==> config.mk <==
export PLATFORM = sky130hd
export DESIGN_NAME = rf_tx_seq
export DESIGN_NICKNAME = d
export VERILOG_FILES = /design/src/rtl/rf_tx_pkg.sv /design/src/rtl/rf_tx_sync.sv /design/src/rtl/rf_tx_timer.sv /design/src/rtl/rf_tx_fsm.sv /design/src/rtl/rf_tx_seq.sv
export SDC_FILE = /design/constraint.sdc
export NUM_CORES = 1
export LEC_CHECK = 0
export ABC_AREA = 1
export BUFFER_PORTS_ARGS = -buffer_cell sky130_fd_sc_hd__buf_2
export CORE_MARGIN = 2
export CORE_UTILIZATION = 57
export CTS_CLUSTER_DIAMETER = 40
export DETAILED_ROUTE_END_ITERATION = 10
export PLACE_DENSITY = 0.76
export SLEW_MARGIN = 10
export SYNTH_ARGS = -nofsm -noshare
export SYNTH_HDL_FRONTEND = slang
export SYNTH_SLANG_ARGS = --single-unit
==> constraint.sdc <==
create_clock -name clk -period 1.96 [get_ports clk]
set_clock_uncertainty 0.1 [all_clocks]
set_input_delay 0.098 -clock clk [delete_from_list [all_inputs] [get_ports clk]]
set_output_delay 0.098 -clock clk [all_outputs]
set_load 0.01 [all_outputs]
==> src/rtl/rf_tx_pkg.sv <==
package rf_tx_pkg;

  typedef enum logic [1:0] {
    ST_SLEEP = 2'd0,
    ST_XO    = 2'd1,
    ST_TUNE  = 2'd2,
    ST_TX    = 2'd3
  } rf_state_e;

  // Stop time in millisecond units from the 4-bit select
  function automatic logic [31:0] stop_units(input logic [3:0] sel);
    logic [31:0] base;
    base = 32'(sel[2:0]) + 32'd2;
    return sel[3] ? base * 32'd10 : base;
  endfunction

  // Stop time in clock cycles
  function automatic logic [31:0] stop_cycles(input logic [3:0] sel,
                                              input logic [31:0] per_ms);
    return stop_units(sel) * per_ms;
  endfunction

endpackage

==> src/rtl/rf_tx_sync.sv <==
module rf_tx_sync #(
  parameter int unsigned STAGES = 2
) (
  input  logic clk,
  input  logic rst_n,
  input  logic pin,
  output logic pin_s,
  output logic pin_rise
);
  logic [STAGES-1:0] chain;
  logic              pin_d;

  genvar g;
  generate
    for (g = 0; g < STAGES; g++) begin : g_stage
      if (g == 0) begin : g_first
        always_ff @(posedge clk or negedge rst_n) begin
          if (!rst_n) chain[0] <= 1'b0;
          else        chain[0] <= pin;
        end
      end else begin : g_next
        always_ff @(posedge clk or negedge rst_n) begin
          if (!rst_n) chain[g] <= 1'b0;
          else        chain[g] <= chain[g-1];
        end
      end
    end
  endgenerate

  always_ff @(posedge clk or negedge rst_n) begin
    if (!rst_n) pin_d <= 1'b0;
    else        pin_d <= chain[STAGES-1];
  end

  assign pin_s    = chain[STAGES-1];
  assign pin_rise = pin_s & ~pin_d;

  // A rise event can never repeat on consecutive cycles
  assert_rise_single_R3: assert property (@(posedge clk) disable iff (!rst_n)
    pin_rise |=> !pin_rise);

endmodule

==> src/rtl/rf_tx_timer.sv <==
module rf_tx_timer
  import rf_tx_pkg::*;
#(
  parameter int unsigned XO_CYCLES   = 12800,
  parameter int unsigned TUNE_CYCLES = 11840,
  parameter int unsigned CYC_PER_MS  = 32000,
  localparam int unsigned PH_MAX     = (XO_CYCLES > TUNE_CYCLES) ? XO_CYCLES : TUNE_CYCLES,
  localparam int unsigned PH_W       = $clog2(PH_MAX + 1),
  localparam int unsigned LOW_W      = $clog2(90 * CYC_PER_MS + 1)
) (
  input  logic       clk,
  input  logic       rst_n,
  input  rf_state_e  st,
  input  logic       st_move,
  input  logic       pin_s,
  input  logic [3:0] stop_sel,
  output logic       xo_done,
  output logic       tune_done,
  output logic       stop_hit
);
  logic [PH_W-1:0]  phase;
  logic [LOW_W-1:0] low_cnt;
  logic [LOW_W-1:0] stop_cyc;
  logic             low_run;

  assign stop_cyc = LOW_W'(stop_cycles(stop_sel, 32'(CYC_PER_MS)));
  assign low_run  = (st == ST_TX) && !pin_s;

  // Phase counter: counts cycles spent in the start-up and tune states
  always_ff @(posedge clk or negedge rst_n) begin
    if (!rst_n)                                phase <= '0;
    else if (st_move)                          phase <= '0;
    else if (st == ST_XO || st == ST_TUNE)     phase <= phase + 1'b1;
    else                                       phase <= '0;
  end

  // Low-time counter: consecutive low samples in transmit
  always_ff @(posedge clk or negedge rst_n) begin
    if (!rst_n)                  low_cnt <= '0;
    else if (st_move || !low_run) low_cnt <= '0;
    else if (low_cnt < stop_cyc)  low_cnt <= low_cnt + 1'b1;
  end

  assign xo_done   = (st == ST_XO)   && (phase == PH_W'(XO_CYCLES - 1));
  assign tune_done = (st == ST_TUNE) && (phase == PH_W'(TUNE_CYCLES - 1));
  assign stop_hit  = low_run && (low_cnt >= stop_cyc);

  assert_phase_xo_R4: assert property (@(posedge clk) disable iff (!rst_n)
    (st == ST_XO) |-> (phase < PH_W'(XO_CYCLES)));

  assert_phase_tune_R5: assert property (@(posedge clk) disable iff (!rst_n)
    (st == ST_TUNE) |-> (phase < PH_W'(TUNE_CYCLES)));

  // A high sample in transmit clears the low count
  assert_low_restart_R9: assert property (@(posedge clk) disable iff (!rst_n)
    ((st == ST_TX) && pin_s) |=> (low_cnt == '0));

endmodule

==> src/rtl/rf_tx_fsm.sv <==
module rf_tx_fsm
  import rf_tx_pkg::*;
(
  input  logic      clk,
  input  logic      rst_n,
  input  logic      pin_rise,
  input  logic      cfg_mode,
  input  logic      soft_rst,
  input  logic      xo_done,
  input  logic      tune_done,
  input  logic      stop_hit,
  output rf_state_e st,
  output logic      st_move
);
  rf_state_e st_nxt;

  always_comb begin
    st_nxt = st;
    if (soft_rst) begin
      st_nxt = ST_SLEEP;
    end else begin
      case (st)
        ST_SLEEP: if (pin_rise && !cfg_mode) st_nxt = ST_XO;
        ST_XO:    if (xo_done)               st_nxt = ST_TUNE;
        ST_TUNE:  if (tune_done)             st_nxt = ST_TX;
        ST_TX:    if (stop_hit)              st_nxt = ST_SLEEP;
        default:                             st_nxt = ST_SLEEP;
      endcase
    end
  end

  assign st_move = (st_nxt != st);

  always_ff @(posedge clk or negedge rst_n) begin
    if (!rst_n) st <= ST_SLEEP;
    else        st <= st_nxt;
  end

  assert_softrst_sleep_R11: assert property (@(posedge clk) disable iff (!rst_n)
    soft_rst |=> (st == ST_SLEEP));

  assert_wake_R3: assert property (@(posedge clk) disable iff (!rst_n)
    ((st == ST_SLEEP) && pin_rise && !cfg_mode && !soft_rst) |=> (st == ST_XO));

  assert_cfg_hold_R10: assert property (@(posedge clk) disable iff (!rst_n)
    ((st == ST_SLEEP) && cfg_mode) |=> (st == ST_SLEEP));

  assert_timeout_R7: assert property (@(posedge clk) disable iff (!rst_n)
    ((st == ST_TX) && stop_hit) |=> (st == ST_SLEEP));

  assert_legal_step_R2: assert property (@(posedge clk) disable iff (!rst_n)
    (st != $past(st)) |-> ((st == ST_SLEEP) || (st == rf_state_e'($past(st) + 2'd1))));

endmodule

==> src/rtl/rf_tx_seq.sv <==
module rf_tx_seq
  import rf_tx_pkg::*;
#(
  parameter int unsigned SYNC_STAGES = 2,
  parameter int unsigned XO_CYCLES   = 12800,
  parameter int unsigned TUNE_CYCLES = 11840,
  parameter int unsigned CYC_PER_MS  = 32000
) (
  input  logic       clk,
  input  logic       rst_n,
  input  logic       tx_pin,
  input  logic       cfg_mode,
  input  logic       soft_rst,
  input  logic [3:0] stop_sel,
  output logic [1:0] state,
  output logic       xo_en,
  output logic       synth_en,
  output logic       pa_en
);
  logic      pin_s, pin_rise;
  logic      xo_done, tune_done, stop_hit;
  logic      st_move;
  rf_state_e st;

  rf_tx_sync #(.STAGES(SYNC_STAGES)) u_sync (
    .clk      (clk),
    .rst_n    (rst_n),
    .pin      (tx_pin),
    .pin_s    (pin_s),
    .pin_rise (pin_rise)
  );

  rf_tx_timer #(
    .XO_CYCLES   (XO_CYCLES),
    .TUNE_CYCLES (TUNE_CYCLES),
    .CYC_PER_MS  (CYC_PER_MS)
  ) u_timer (
    .clk       (clk),
    .rst_n     (rst_n),
    .st        (st),
    .st_move   (st_move),
    .pin_s     (pin_s),
    .stop_sel  (stop_sel),
    .xo_done   (xo_done),
    .tune_done (tune_done),
    .stop_hit  (stop_hit)
  );

  rf_tx_fsm u_fsm (
    .clk       (clk),
    .rst_n     (rst_n),
    .pin_rise  (pin_rise),
    .cfg_mode  (cfg_mode),
    .soft_rst  (soft_rst),
    .xo_done   (xo_done),
    .tune_done (tune_done),
    .stop_hit  (stop_hit),
    .st        (st),
    .st_move   (st_move)
  );

  assign state    = st;
  assign xo_en    = (st != ST_SLEEP);
  assign synth_en = (st == ST_TUNE) || (st == ST_TX);
  assign pa_en    = (st == ST_TX) && pin_s;

  // PA may only rise while the synthesizer is running
  assert_pa_needs_synth_R6: assert property (@(posedge clk) disable iff (!rst_n)
    pa_en |-> (synth_en && xo_en));

endmodule

# After elaboration in Yosys (flattened, before gate mapping)
# Cells that the tools add are included.
[classes]
n_lt_le_gt_ge = 2
n_reduce_logical = 15
n_addsub = 3
n_mux = 11
bitwise_logic = 2
eq_ne = 6
multipliers = 2
[op_table]
columns = ["cell", "count"]
rows = [
  ["$mux W22", 2],
  ["$mul A32 B3 Y31 const B", 1],
  ["$mul A32 B7 Y14 const B", 1],
  ["$mux W32", 1],
  ["$eq A14 B14 Y1 const B", 2],
  ["$mux W14", 2],
  ["$add A22 B1 Y22 const B", 1],
  ["$ge A22 B22 Y1", 1],
  ["$lt A22 B22 Y1", 1],
  ["$add A14 B1 Y14 const B", 1],
  ["$mux W2", 5],
  ["$pmux W2 S4", 1],
  ["$logic_and A1 B1 Y1", 6],
  ["$add A3 B2 Y4 const B", 1],
  ["$eq A2 B2 Y1 const B", 2],
  ["$reduce_bool A2 Y1", 2],
  ["$logic_not A1 Y1", 3],
  ["$logic_or A1 B1 Y1", 3],
  ["$eq A2 B1 Y1 const B", 1],
  ["$logic_not A2 Y1", 1],
  ["$ne A2 B2 Y1", 1],
  ["$and A1 B1 Y1", 1],
  ["$not A1 Y1", 1],
]
[word_totals]
output_inout_bits = 5
regBits = 41
elab_cells = 47
in_bits = 9

# Logic depth before layout (Yosys ltp)
# Gate-level depths: netlist of the first run.
[depth]
ltp_word = 12
depth_mapped = 39
ltp_nobuf = 38

# Hierarchy
# Synthesis of the first run repeated with hierarchy kept, for this count alone.
[hier_totals]
hier_cells = 604
hier_area_um2 = 4464.3
[by_module_without_submodules]
columns = ["mod", "instances", "cells_per_inst", "area_per_inst_um2", "seq_area_each_um2"]
rows = [
  ["rf_tx_timer", 1, 564, 4175.3, 900.9],
  ["rf_tx_fsm", 1, 30, 182.7, 50.0],
  ["rf_tx_sync", 1, 5, 85.1, 75.1],
  ["rf_tx_seq", 1, 5, 21.3, 0.0],
]

# Least setup slack after synthesis of the first run
# Ideal clock, no wire load.
[synth_path]
kind = "input port to flip-flop"
startpoint = "input port stop_sel[2]"
endpoint = "register u_timer.phase[12]"
path_buffers = 1
setup_slack_ps = -4353
cell_stages = 37
required_ps = 1739
arrival_time_ps = 6092
setup_time_ps = 121
cell_sequence = "inv_1 -> ha_1 -> inv_1 -> ha_1 -> ha_1 -> inv_1 -> fa_1 -> nor2_1 -> ha_1 -> fa_1 -> fa_1 -> fa_1 -> ha_1 -> a21oi_1 -> o21ai_0 -> a21oi_1 -> nor2_1 -> nor2_1 -> nor2_1 -> nor2_1 -> xor2_1 -> ha_1 -> nand2_1 -> inv_1 -> nand2_1 -> inv_1 -> a21oi_1 -> nand2_2 -> o21bai_1 -> nand2_1 -> nand2_1 -> nand2_1 -> nand2_1 -> nand2_2 -> nand3_2 -> buf_6 -> nor2_2"
[synth_between]
elab_chain_cells = 11
[synth_lines]
columns = ["element", "line_no", "rtl"]
rows = [
  ["start: declaration", "rf_tx_seq.sv:14", "input logic [3:0] stop_sel,"],
  ["$add A3 B2 Y4 *", "rf_tx_pkg.sv:13", "base = 32'(sel[2:0]) + 32'd2;"],
  ["$mul A32 B3 Y31", "rf_tx_pkg.sv:14", "return sel[3] ? base * 32'd10 : base;"],
  ["$mux W32 *", "rf_tx_pkg.sv:14", ""],
  ["$mul A32 B7 Y14 *", "rf_tx_pkg.sv:20", "return stop_units(sel) * per_ms;"],
  ["$ge A22 B22 Y1 *", "rf_tx_timer.sv:46", "assign stop_hit = low_run && (low_cnt >= stop_cyc);"],
  ["$logic_and A1 B1 Y1 *", "rf_tx_timer.sv:46", ""],
  ["$mux W2 *", "rf_tx_fsm.sv:26", "ST_TX: if (stop_hit) st_nxt = ST_SLEEP;"],
  ["$pmux W2 S4 *", "rf_tx_fsm.sv:22", "case (st)"],
  ["$mux W2 *", "rf_tx_fsm.sv:19", "if (soft_rst) begin"],
  ["$ne A2 B2 Y1 *", "rf_tx_fsm.sv:32", "assign st_move = (st_nxt != st);"],
  ["$mux W14 *", "rf_tx_timer.sv:32", "else if (st_move) phase <= '0;"],
  ["end signal: assignment", "rf_tx_timer.sv:33", "else if (st == ST_XO || st == ST_TUNE) phase <= phase + 1'b1;"],
  ["end: declaration", "rf_tx_timer.sv:21", "logic [PH_W-1:0] phase;"],
]
# Every way passes the cells marked *; elsewhere a longest branch is shown, timed or not.
# A chain may end at the register's enable or synchronous reset.

# Worst setup path after layout of the first run
[layout_path]
startpoint = "input port stop_sel[2]"
endpoint = "register u_timer.low_cnt[12]"
[layout_between]
elab_chain_cells = 12
elab_cells_between_ends = 14
cone_classes = "add/sub (1); mul (2); order compare (2); eq/ne (1); mux (5); reduce/logical (3)"
[layout_lines]
columns = ["element", "line_no", "rtl"]
rows = [
  ["$add A3 B2 Y4 *", "rf_tx_pkg.sv:13", ""],
  ["$mul A32 B3 Y31", "rf_tx_pkg.sv:14", ""],
  ["$mux W32 *", "rf_tx_pkg.sv:14", ""],
  ["$mul A32 B7 Y14 *", "rf_tx_pkg.sv:20", ""],
  ["$ge A22 B22 Y1", "rf_tx_timer.sv:46", ""],
  ["$logic_and A1 B1 Y1", "rf_tx_timer.sv:46", ""],
  ["$mux W2", "rf_tx_fsm.sv:26", ""],
  ["$pmux W2 S4", "rf_tx_fsm.sv:22", ""],
  ["$mux W2", "rf_tx_fsm.sv:19", ""],
  ["$ne A2 B2 Y1", "rf_tx_fsm.sv:32", ""],
  ["$logic_or A1 B1 Y1", "rf_tx_timer.sv:40", "else if (st_move || !low_run) low_cnt <= '0;"],
  ["$mux W22 / $reduce_bool A2 Y1 (equally long branches)", "n/a", ""],
  ["end signal: assignment", "rf_tx_timer.sv:41", "else if (low_cnt < stop_cyc) low_cnt <= low_cnt + 1'b1;"],
  ["end: declaration", "rf_tx_timer.sv:22", "logic [LOW_W-1:0] low_cnt;"],
]
# Marks and branches as above.

==> flow_summary.html, run 1 <==
<table>
<tr><th>Metric</th><th>Value</th></tr>
<tr><th colspan="2">Outcome</th></tr>
<tr><td>Result of the run</td><td>complete, but fails checks</td></tr>
<tr><td>Failing checks</td><td>negative setup slack</td></tr>
<tr><th colspan="2">Detailed routing</th></tr>
<tr><td>Average wire per standard cell</td><td>16.08 µm</td></tr>
<tr><td>Total vias in the final route</td><td>3948</td></tr>
<tr><td>Avg Vias per Cell</td><td>5.364</td></tr>
<tr><td>Detailed-route DRC error count</td><td>0</td></tr>
<tr><td>Post-DRT Antenna Nets</td><td>0</td></tr>
<tr><td>Routed WL</td><td>11.84 mm</td></tr>
<tr><td>Number of design-rule violations left by the first detailed-router iteration</td><td>195</td></tr>
<tr><td>Iteration count of the initial detailed-routing pass</td><td>4</td></tr>
<tr><th colspan="2">GRT</th></tr>
<tr><td>First-pass GRT wire length</td><td>17.55 mm</td></tr>
<tr><td>Number of antenna violations at the first check in global routing</td><td>0</td></tr>
<tr><td>Global-route usage over all layers</td><td>28.68%</td></tr>
<tr><td>Via count of the first global-routing pass</td><td>4064</td></tr>
<tr><td>Pin count of the biggest net entering global routing</td><td>42</td></tr>
<tr><td>Global route total overflow</td><td>0</td></tr>
<tr><th colspan="2">Pwr</th></tr>
<tr><td>Part of the total power dissipated in combinational logic</td><td>74.3%</td></tr>
<tr><td>Switching portion of total power</td><td>44.89%</td></tr>
<tr><td>Sequential power share</td><td>15.1%</td></tr>
<tr><td>Portion of total power attributed to the clock network</td><td>10.6%</td></tr>
<tr><td>Leakage power of the design</td><td>0.002823 µW</td></tr>
<tr><td>Total power draw</td><td>5788 µW</td></tr>
<tr><td>Internal Dissipation</td><td>3190 µW</td></tr>
<tr><td>PD cells</td><td>1020 nW/µm²</td></tr>
<tr><td>Highest ir drop seen on vdd</td><td>0.7045 mV</td></tr>
<tr><td>Switching Power</td><td>2598 µW</td></tr>
<tr><th colspan="2">Critical path</th></tr>
<tr><td>Kind of launch point of the worst setup path</td><td>input pin</td></tr>
<tr><td>Endpoint of the lowest-slack register-to-register path</td><td>u_timer.low_cnt[12]</td></tr>
<tr><td>Number of cell instances on the worst register-to-register path</td><td>14</td></tr>
<tr><td>Master of the slowest instance on the critical path</td><td>sky130_fd_sc_hd__fa_1</td></tr>
<tr><td>Worst Path Required</td><td>2.03 ns</td></tr>
<tr><td>Category of the most critical setup path</td><td>in2reg</td></tr>
<tr><td>Launch point of the worst reg-to-reg path</td><td>u_timer.low_cnt[19]</td></tr>
<tr><td>Most used cell, CP</td><td>sky130_fd_sc_hd__ha_4</td></tr>
<tr><td>Signal arrival time at the worst endpoint</td><td>6.35 ns</td></tr>
<tr><td>Crit path launch</td><td>stop_sel[2]</td></tr>
<tr><td>Critical path endpoint category</td><td>flop</td></tr>
<tr><td>Maximum net fanout on the critical path</td><td>5</td></tr>
<tr><td>CP max stage delay</td><td>0.56 ns</td></tr>
<tr><td>Reg2Reg Setup Slack</td><td>-0.50 ns</td></tr>
<tr><th colspan="2">Final layout</th></tr>
<tr><td>Count of nets after finishing</td><td>730</td></tr>
<tr><td>Area Growth Syn to Fin</td><td>38.55%</td></tr>
<tr><td>Post-route non-filler standard cell count</td><td>736</td></tr>
<tr><td>Layout cells sized above 1</td><td>34.06%</td></tr>
<tr><td>Antenna Cells</td><td>0</td></tr>
<tr><th colspan="2">Timing</th></tr>
<tr><td>Peak Freq</td><td>0.1592 GHz</td></tr>
<tr><td>Count of final max-slew check failures</td><td>0</td></tr>
<tr><td>Final Setup Violations</td><td>38</td></tr>
<tr><td>Slew Limit Headroom</td><td>65.21%</td></tr>
<tr><td>Minimum period implied by the final worst setup slack</td><td>6.280 ns</td></tr>
<tr><td>Post-route fraction of the period consumed by the critical path</td><td>320.4%</td></tr>
<tr><td>Final WS setup</td><td>-4.320 ns</td></tr>
<tr><td>Unrepaired setup endpoints after global routing</td><td>true</td></tr>
<tr><td>Tightest Pin Transition</td><td>0.5218 ns</td></tr>
<tr><td>Final number of hold-violating endpoints</td><td>0</td></tr>
<tr><th colspan="2">Place</th></tr>
<tr><td>Number of placed cells counting well taps</td><td>710</td></tr>
<tr><td>Routability congestion estimate</td><td>0.8590</td></tr>
<tr><td>Total of buffers placed on input and output ports</td><td>13</td></tr>
<tr><td>Half-perimeter wire length of the detailed placement result</td><td>7.652 mm</td></tr>
<tr><th colspan="2">Clock tree</th></tr>
<tr><td>Clock-pin slew on the worst setup and hold paths</td><td>0.08 ns</td></tr>
<tr><td>CTS Root Buffer Type</td><td>sky130_fd_sc_hd__clkbuf_8</td></tr>
<tr><td>Total CTS buffers</td><td>5</td></tr>
<tr><td>CTS tree</td><td>done</td></tr>
<tr><td>Deepest level of the CTS H-tree</td><td>2</td></tr>
<tr><td>Clock sink count</td><td>41</td></tr>
<tr><td>Source-to-sink clock delay at the later pin of the worst-skew pair</td><td>0.30 ns</td></tr>
<tr><td>CTS max path bufs</td><td>2</td></tr>
<tr><th colspan="2">Logic synthesis</th></tr>
<tr><td>Ys flop type</td><td>sky130_fd_sc_hd__dfrtp_1</td></tr>
<tr><td>Simple-gate share of the synthesized area</td><td>23.06%</td></tr>
<tr><td>Synth warn</td><td>0</td></tr>
<tr><td>Fraction of synthesized area in multiplexers</td><td>0%</td></tr>
<tr><td>Post-synth net total</td><td>597</td></tr>
<tr><td>Top cell type's share of synthesized area</td><td>25.05%</td></tr>
<tr><td>Dominant cell by count in the synthesized netlist</td><td>sky130_fd_sc_hd__inv_1</td></tr>
<tr><td>Cell types with the largest area share after synthesis</td><td>sky130_fd_sc_hd__dfrtp_1 (25%), sky130_fd_sc_hd__ha_1 (18%), sky130_fd_sc_hd__fa_1 (11%), sky130_fd_sc_hd__inv_1 (8.3%), sky130_fd_sc_hd__nand2_1 (7.6%)</td></tr>
<tr><td>Gate count after technology mapping</td><td>506</td></tr>
<tr><td>Post-synth design cell area</td><td>4096 µm²</td></tr>
<tr><td>Xor/xnor cell area share of the yosys netlist</td><td>7.697%</td></tr>
<tr><td>Post-synth cell types</td><td>33</td></tr>
<tr><td>Number of flops mapped to enable cells by yosys</td><td>0</td></tr>
<tr><td>Most frequent cells after synthesis</td><td>sky130_fd_sc_hd__inv_1 (91), sky130_fd_sc_hd__nand2_1 (83), sky130_fd_sc_hd__nor2_1 (64), sky130_fd_sc_hd__ha_1 (59), sky130_fd_sc_hd__dfrtp_1 (41)</td></tr>
<tr><td>Share of the synthesized area in compound gates (AO/OA/AOI/OAI)</td><td>5.589%</td></tr>
<tr><td>Post-synthesis share of cell area spent on full adders, half adders and majority gates</td><td>29.26%</td></tr>
<tr><td>Mean instance size in the synthesized netlist</td><td>8.096 µm²</td></tr>
<tr><td>Register bit count reported by yosys</td><td>41</td></tr>
<tr><td>Cell taking the most area after synthesis</td><td>sky130_fd_sc_hd__dfrtp_1</td></tr>
<tr><td>Combinational family with the most area after synthesis</td><td>adder cells</td></tr>
<tr><td>FFs w/ async S/R, synth</td><td>100.0%</td></tr>
<tr><td>Sequential area share after synthesis</td><td>25.05%</td></tr>
<tr><th colspan="2">Floorplanning</th></tr>
<tr><td>Number of I/O pins</td><td>14</td></tr>
<tr><td>Overall die area</td><td>7881 µm²</td></tr>
<tr><td>Area of the core</td><td>6869 µm²</td></tr>
<tr><td>Number of rows in the core area</td><td>30</td></tr>
<tr><td>Die width</td><td>88.78 µm</td></tr>
<tr><td>Vertical die dimension</td><td>88.78 µm</td></tr>
<tr><td>Effective utilization at floorplan</td><td>59.64%</td></tr>
<tr><th colspan="2">Hold path</th></tr>
<tr><td>Class of the tightest hold or removal check</td><td>in2reg</td></tr>
<tr><td>Terminating pin of the worst hold path</td><td>u_fsm.st[0]</td></tr>
<tr><td>Hold Crit Depth</td><td>5</td></tr>
<tr><td>Min-Delay Startpoint</td><td>soft_rst</td></tr>
<tr><th colspan="2">Job</th></tr>
<tr><td>Max-Cap Viols</td><td>0</td></tr>
</table>
==> state kept, by name (all words and copies together), names as in the netlist <==
name and cells:
u_timer.low_cnt 22, u_timer.phase 14, u_fsm.st 2, u_sync.chain 1, u_sync.pin_d 1, u_sync.pin_s 1
==> layer usage <==
metal | wire length [µm] | up-vias | track usage, %
met1 | 4582 | 1924 | 29.96
met4 | 395 | 0 | 11.71
li1 | - | 1865 | -
met2 | 6455 | 122 | 56.78
met5 | 0 | - | 0
met3 | 404 | 37 | 3.638
==> through the flow <==
step / worst slack, ns / hold slack (ns) / setup TNS, ns / util [%] / cell area, µm²
after global placement: -4.185 / 0.08617 / -157.84 / 74.68 / 5130
final: -4.320 / 0.1158 / -161.65 / 82.62 / 5675
after detailed placement: -4.432 / 0.08517 / -165.80 / 74.68 / 5130
after global routing: -4.489 / 0.1163 / -168.58 / 82.62 / 5675
after CTS: -4.057 / 0.08699 / -152.02 / 80.35 / 5519
after floorplan: -3.826 / -0.2976 / -143.46 / - / 4227
==> area by class of cell <==
| class | instances | area [µm²] |
|---|---|---|
| multi-input combinational | 370 | 3047 |
| fill | 401 | 1194 |
| sequential | 41 | 1026 |
| timing repair buffer | 130 | 1025 |
| inverter | 91 | 356.6 |
| tap | 96 | 120.1 |
| clock buffer | 7 | 96.34 |
| clock inverter | 1 | 5.005 |
==> cells in the final DEF (no fill, tap or decap), drive strengths merged <==
master,instances
o21ai,12
a21boi,1
o21bai,2
a211oi,1
clkbuf,7
nand4,4
inv,91
xnor2,14
buf,128
nor3b,2
dfrtp,41
nor4,6
nand3b,1
and3,1
o22ai,1
o2111ai,2
a21o,1
ha,59
nand2,86
nor3,15
o211ai,1
nor2,74
clkinv,1
nand3,23
xor2,22
o31ai,2
a21oi,17
dlygate4sd3,2
fa,23
==> power groups by stage <==
| stage | registers [µW] | clock network, µW | logic (µW) |
|---|---|---|---|
| final | 872 | 616 | 4300 |
| after global routing | 874 | 644 | 4680 |
| after CTS | 872 | 614 | 3920 |
| after detailed placement | 888 | 0 | 3480 |
| after global placement | 886 | 0 | 3300 |
| after floorplan | 895 | 0 | 2150 |
==> logic make-up (layout without fill, tap and decap cells) <==
family	Yosys count	after routing
AO/OA/AOI/OAI	40	40
XOR/XNOR	36	36
adder cells (fa/ha/maj)	82	82
buffers and inverters	96	229
flip-flops	41	41
AND/OR/NAND/NOR	211	212
==> critical path: cells and delay by family <==
kind / cells / cell delay, ns
XOR/XNOR: 1 / 0.17
adder cells (fa/ha/maj): 10 / 3.34
AND/OR/NAND/NOR: 15 / 1.60
AO/OA/AOI/OAI: 3 / 0.51
buffers and inverters: 8 / 0.61
==> worst max path at each step <==
stage	depth (start not counted)	slack, ns	to
final	37	-4.32	u_timer.low_cnt[12]
after global placement	36	-4.19	u_timer.low_cnt[9]
after detailed placement	36	-4.43	u_timer.low_cnt[9]
after global routing	37	-4.49	u_timer.low_cnt[21]
after CTS	38	-4.06	u_timer.phase[13]
after floorplan	37	-3.83	u_timer.phase[6]
==> what timing repair did <==
action,CTS,global route
gates cloned,2,1
resized for setup,35,39
setup endpoints to repair,38,38
hold endpoints to repair,42,0
pin swaps,13,39
setup buffers,9,6
hold buffers,2,0
Power figures use the tool's default switching activity.
==> inputs of run 2 (changes only) <==
Settings changed: ABC_AREA 1 to default, CORE_UTILIZATION 57 to 58, PLACE_DENSITY 0.76 to 0.77.
==> flow_summary.html, run 2 <==
<table>
<tr><th>Metric</th><th>Value</th></tr>
<tr><th colspan="2">Outcome</th></tr>
<tr><td>Result of the run</td><td>complete, but fails checks</td></tr>
<tr><td>Failing checks</td><td>negative setup slack</td></tr>
<tr><th colspan="2">Detailed routing</th></tr>
<tr><td>Routed WL</td><td>18.12 mm (+53%)</td></tr>
<tr><td>Number of design-rule violations left by the first detailed-router iteration</td><td>465 (+140%)</td></tr>
<tr><td>Total vias in the final route</td><td>4580 (+16%)</td></tr>
<tr><td>Average wire per standard cell</td><td>26.96 µm (+68%)</td></tr>
<tr><td>Top layer in use</td><td>met4</td></tr>
<tr><td>Detailed-route DRC error count</td><td>0 (unchanged)</td></tr>
<tr><td>Post-DRT Antenna Nets</td><td>0 (unchanged)</td></tr>
<tr><td>Wire length on met3</td><td>1.728 mm (+330%)</td></tr>
<tr><td>Metal2 WL</td><td>8.645 mm (+34%)</td></tr>
<tr><td>Iteration count of the initial detailed-routing pass</td><td>6 (+2)</td></tr>
<tr><td>Met1 wire length</td><td>5.749 mm (+25%)</td></tr>
<tr><td>Avg Vias per Cell</td><td>6.815 (+27%)</td></tr>
<tr><th colspan="2">Place</th></tr>
<tr><td>Routability congestion estimate</td><td>0.8870 (+3.3%)</td></tr>
<tr><td>Setup WS pre-CTS</td><td>-4.410 ns (+0.02126 ns)</td></tr>
<tr><td>Number of placed cells counting well taps</td><td>645 (-9.2%)</td></tr>
<tr><td>Total of buffers placed on input and output ports</td><td>13 (unchanged)</td></tr>
<tr><td>Half-perimeter wire length of the detailed placement result</td><td>8.382 mm (+9.5%)</td></tr>
<tr><th colspan="2">Logic synthesis</th></tr>
<tr><td>Ys flop type</td><td>sky130_fd_sc_hd__dfrtp_1</td></tr>
<tr><td>Cell taking the most area after synthesis</td><td>sky130_fd_sc_hd__dfrtp_1</td></tr>
<tr><td>Number of flops mapped to enable cells by yosys</td><td>0 (unchanged)</td></tr>
<tr><td>Register bit count reported by yosys</td><td>41 (unchanged)</td></tr>
<tr><td>Post-synth net total</td><td>520 (-13%)</td></tr>
<tr><td>Gate count after technology mapping</td><td>429 (-15%)</td></tr>
<tr><td>Sequential area share after synthesis</td><td>24.46% (-0.58 points)</td></tr>
<tr><td>Post-synth design cell area</td><td>4194 µm² (+2.4%)</td></tr>
<tr><td>Cell types with the largest area share after synthesis</td><td>sky130_fd_sc_hd__dfrtp_1 (24%), sky130_fd_sc_hd__ha_1 (18%), sky130_fd_sc_hd__fa_1 (11%), sky130_fd_sc_hd__nor3_2 (5.0%), sky130_fd_sc_hd__xor2_1 (4.8%)</td></tr>
<tr><td>Mean instance size in the synthesized netlist</td><td>9.776 µm² (+21%)</td></tr>
<tr><td>Dominant cell by count in the synthesized netlist</td><td>sky130_fd_sc_hd__ha_1</td></tr>
<tr><td>Synth warn</td><td>0 (unchanged)</td></tr>
<tr><td>Most frequent cells after synthesis</td><td>sky130_fd_sc_hd__ha_1 (59), sky130_fd_sc_hd__inv_1 (52), sky130_fd_sc_hd__dfrtp_1 (41)</td></tr>
<tr><td>Top cell type's share of synthesized area</td><td>24.46% (-0.58 points)</td></tr>
<tr><td>Post-synth cell types</td><td>56 (+70%)</td></tr>
<tr><td>FFs w/ async S/R, synth</td><td>100.0% (unchanged)</td></tr>
<tr><th colspan="2">Floorplanning</th></tr>
<tr><td>Vertical die dimension</td><td>89.04 µm (+0.29%)</td></tr>
<tr><td>Die width</td><td>89.04 µm (+0.29%)</td></tr>
<tr><td>Effective utilization at floorplan</td><td>60.72% (+1.1 points)</td></tr>
<tr><td>Number of I/O pins</td><td>14 (unchanged)</td></tr>
<tr><td>Overall die area</td><td>7927 µm² (+0.59%)</td></tr>
<tr><td>Number of rows in the core area</td><td>30 (unchanged)</td></tr>
<tr><td>Area of the core</td><td>6907 µm² (+0.55%)</td></tr>
<tr><th colspan="2">Final layout</th></tr>
<tr><td>Registers with the most flip-flops</td><td>u_timer.low_cnt x22, u_timer.phase x14, u_fsm.st x2</td></tr>
<tr><td>Post-route non-filler standard cell count</td><td>672 (-8.7%)</td></tr>
<tr><td>Register name with the most flops</td><td>u_timer.low_cnt</td></tr>
<tr><td>Leading cell type in the layout, fill and taps excluded</td><td>sky130_fd_sc_hd__buf_4</td></tr>
<tr><td>Layout cells sized above 1</td><td>46.35% (+12 points)</td></tr>
<tr><td>Area Growth Syn to Fin</td><td>50.66%</td></tr>
<tr><td>Max reg flops</td><td>22 (unchanged)</td></tr>
<tr><td>Count of nets after finishing</td><td>667 (-8.6%)</td></tr>
<tr><td>Leading cell types in the layout, fill and taps excluded</td><td>sky130_fd_sc_hd__buf_4 (117), sky130_fd_sc_hd__inv_1 (48), sky130_fd_sc_hd__ha_1 (47)</td></tr>
<tr><td>Post-layout utilization of the core</td><td>91.49% (+8.9 points)</td></tr>
<tr><td>Antenna Cells</td><td>0 (unchanged)</td></tr>
<tr><td>Total of fill cells in the finished design</td><td>230 (-43%)</td></tr>
<tr><th colspan="2">Clock tree</th></tr>
<tr><td>Deepest level of the CTS H-tree</td><td>2 (unchanged)</td></tr>
<tr><td>CTS Root Buffer Type</td><td>sky130_fd_sc_hd__clkbuf_8</td></tr>
<tr><td>Clock sink count</td><td>41 (unchanged)</td></tr>
<tr><td>Source-to-sink clock delay at the later pin of the worst-skew pair</td><td>0.31 ns (about the same)</td></tr>
<tr><td>CTS max path bufs</td><td>2 (unchanged)</td></tr>
<tr><td>Total CTS buffers</td><td>5 (unchanged)</td></tr>
<tr><td>Clock-pin slew on the worst setup and hold paths</td><td>0.08 ns (about the same)</td></tr>
<tr><td>CTS tree</td><td>done</td></tr>
<tr><th colspan="2">Timing</th></tr>
<tr><td>Tightest Pin Transition</td><td>0.6146 ns (+0.09277 ns)</td></tr>
<tr><td>Count of final max-slew check failures</td><td>0 (unchanged)</td></tr>
<tr><td>Final WS setup</td><td>-4.478 ns (-0.1578 ns)</td></tr>
<tr><td>Minimum period implied by the final worst setup slack</td><td>6.438 ns (+0.1578 ns)</td></tr>
<tr><td>Peak Freq</td><td>0.1553 GHz (-2.5%)</td></tr>
<tr><td>Final number of hold-violating endpoints</td><td>0 (unchanged)</td></tr>
<tr><td>Slew Limit Headroom</td><td>58.59% (-6.6 points)</td></tr>
<tr><td>Hold Worst Slack</td><td>0.1102 ns (-0.005600 ns)</td></tr>
<tr><td>Unrepaired setup endpoints after global routing</td><td>true</td></tr>
<tr><td>Post-route fraction of the period consumed by the critical path</td><td>328.5% (+8.1 points)</td></tr>
<tr><td>Final Setup Violations</td><td>39 (+2.6%)</td></tr>
<tr><th colspan="2">Critical path</th></tr>
<tr><td>CP max stage delay</td><td>0.57 ns (about the same)</td></tr>
<tr><td>Buf/Inv on CP</td><td>7 (-1)</td></tr>
<tr><td>Maximum net fanout on the critical path</td><td>5 (unchanged)</td></tr>
<tr><td>Critical path endpoint category</td><td>flop</td></tr>
<tr><td>Endpoint of the lowest-slack register-to-register path</td><td>u_fsm.st[1]</td></tr>
<tr><td>Worst Path Required</td><td>2.08 ns (+0.05 ns)</td></tr>
<tr><td>Kind of launch point of the worst setup path</td><td>input pin</td></tr>
<tr><td>Number of cell instances on the worst register-to-register path</td><td>7 (-7)</td></tr>
<tr><td>Master of the slowest instance on the critical path</td><td>sky130_fd_sc_hd__fa_1</td></tr>
<tr><td>Reg2Reg Setup Slack</td><td>-1.10 ns (-0.60 ns)</td></tr>
<tr><td>CP delay by family, top</td><td>adder cells</td></tr>
<tr><td>Signal arrival time at the worst endpoint</td><td>6.56 ns (+0.21 ns)</td></tr>
<tr><td>Category of the most critical setup path</td><td>in2reg</td></tr>
<tr><td>Launch point of the worst reg-to-reg path</td><td>u_timer.low_cnt[16]</td></tr>
<tr><th colspan="2">Pwr</th></tr>
<tr><td>Total power draw</td><td>6637 µW (+15%)</td></tr>
<tr><td>Highest ir drop seen on vdd</td><td>0.6542 mV (-7.2%)</td></tr>
<tr><td>PD cells</td><td>1050 nW/µm² (+3.0%)</td></tr>
<tr><td>Leakage power of the design</td><td>0.002809 µW (-0.51%)</td></tr>
<tr><th colspan="2">Hold path</th></tr>
<tr><td>Hold Crit Depth</td><td>3 (-2)</td></tr>
<tr><td>Class of the tightest hold or removal check</td><td>in2reg</td></tr>
<tr><td>Terminating pin of the worst hold path</td><td>u_fsm.st[1]</td></tr>
<tr><td>Min-Delay Startpoint</td><td>soft_rst</td></tr>
<tr><th colspan="2">GRT</th></tr>
<tr><td>Global route total overflow</td><td>0 (unchanged)</td></tr>
<tr><td>Pin count of the biggest net entering global routing</td><td>42 (unchanged)</td></tr>
<tr><td>Global-route usage over all layers</td><td>35.11% (+6.4 points)</td></tr>
<tr><td>Number of antenna violations at the first check in global routing</td><td>0 (unchanged)</td></tr>
<tr><td>Via count of the first global-routing pass</td><td>4367 (+7.5%)</td></tr>
<tr><td>First-pass GRT wire length</td><td>21.08 mm (+20%)</td></tr>
<tr><th colspan="2">Job</th></tr>
<tr><td>Max-Cap Viols</td><td>0 (unchanged)</td></tr>
</table>
-- run 2: cell types whose count changed after synthesis, sizes merged, moves of 7 or more --
cell   previous run  this run
nor2             74        26
nand2            86        23
xnor2            14        21
nor3             15        33
inv              91        52
a21oi            17         4
-- run 2: cell families (layout without fill, tap and decap cells) --
| kind of cell | Yosys count | in the layout | synth area share, % |
|---|---|---|---|
| buf+inv | 60 | 207 | 6.116 |
| mux | 2 | 2 | 0.5072 |
| xor+xnor | 44 | 44 | 9.189 |
| flops | 41 | 41 | 24.46 |
| simple gates | 150 | 150 | 22.40 |
| compound gates | 50 | 50 | 8.741 |
| fa+ha+maj | 82 | 82 | 28.58 |
-- run 2: timing repair --
item                                    in CTS  in global routing
hold buffers                                 2                  0
cloned                                       2                  1
buffers inserted                            13                  5
hold endpoints to repair                    42                  0
resized for setup                           50                 60
pin swaps                                   28                 46
endpoints found under the setup margin      38                 38
-- run 2: worst max path at each step --
stage | startpoint | end | cells past startpoint
floorplan | stop_sel[2] | u_timer.low_cnt[15] | 26
global placement | stop_sel[2] | u_timer.low_cnt[10] | 28
detailed placement | stop_sel[2] | u_timer.low_cnt[0] | 28
CTS | stop_sel[2] | u_timer.low_cnt[18] | 27
global route | stop_sel[2] | u_timer.low_cnt[4] | 28
finish | stop_sel[2] | u_timer.low_cnt[15] | 27
-- run 2: per-layer routing --
layer | vias up | global-route usage [%]
met5 | - | 0
met4 | 0 | 19.40
met3 | 186 | 4.986
met2 | 419 | 66.35
met1 | 2198 | 37.20
li1 | 1777 | -
-- run 2: through the flow --
step | setup TNS [ns] | instance area, µm²
2_1_floorplan | -143.92 | 4388
3_3_place_gp | -156.96 | 5399
3_5_place_dp | -165.64 | 5399
4_1_cts | -148.64 | 5952
5_1_grt | -170.27 | 6319
6_report | -167.61 | 6319
-- run 2: report_power, final --
| group | total [µW] | leakage [µW] | switching (µW) | internal (µW) |
|---|---|---|---|---|
| combinational | 5040 | 0.00219 | 2680 | 2360 |
| clock | 699 | 0.0000540 | 328 | 371 |
| sequential | 894 | 0.000565 | 25.6 | 868 |
| total | 6640 | 0.00281 | 3040 | 3600 |
-- run 2: worst register-to-register path: cells and delay by family (launching register included) --
kind	cells	cell delay, ns
AND/OR/NAND/NOR	2	0.52
adder cells (fa/ha/maj)	1	0.36
flip-flops	1	0.46
AO/OA/AOI/OAI	4	1.54
-- run 2: cell type report --
| type | count | area (µm²) | share of cell area (%) |
|---|---|---|---|
| multi-input cells | 328 | 3623 | 57.35 |
| repair buffers | 148 | 1230 | 19.47 |
| flip-flops and latches | 41 | 1026 | 16.24 |
| inverters | 52 | 215.2 | 3.406 |
| well taps | 96 | 120.1 | 1.901 |
| clock buffers | 5 | 68.82 | 1.089 |
| clock inverters | 2 | 35.03 | 0.5545 |
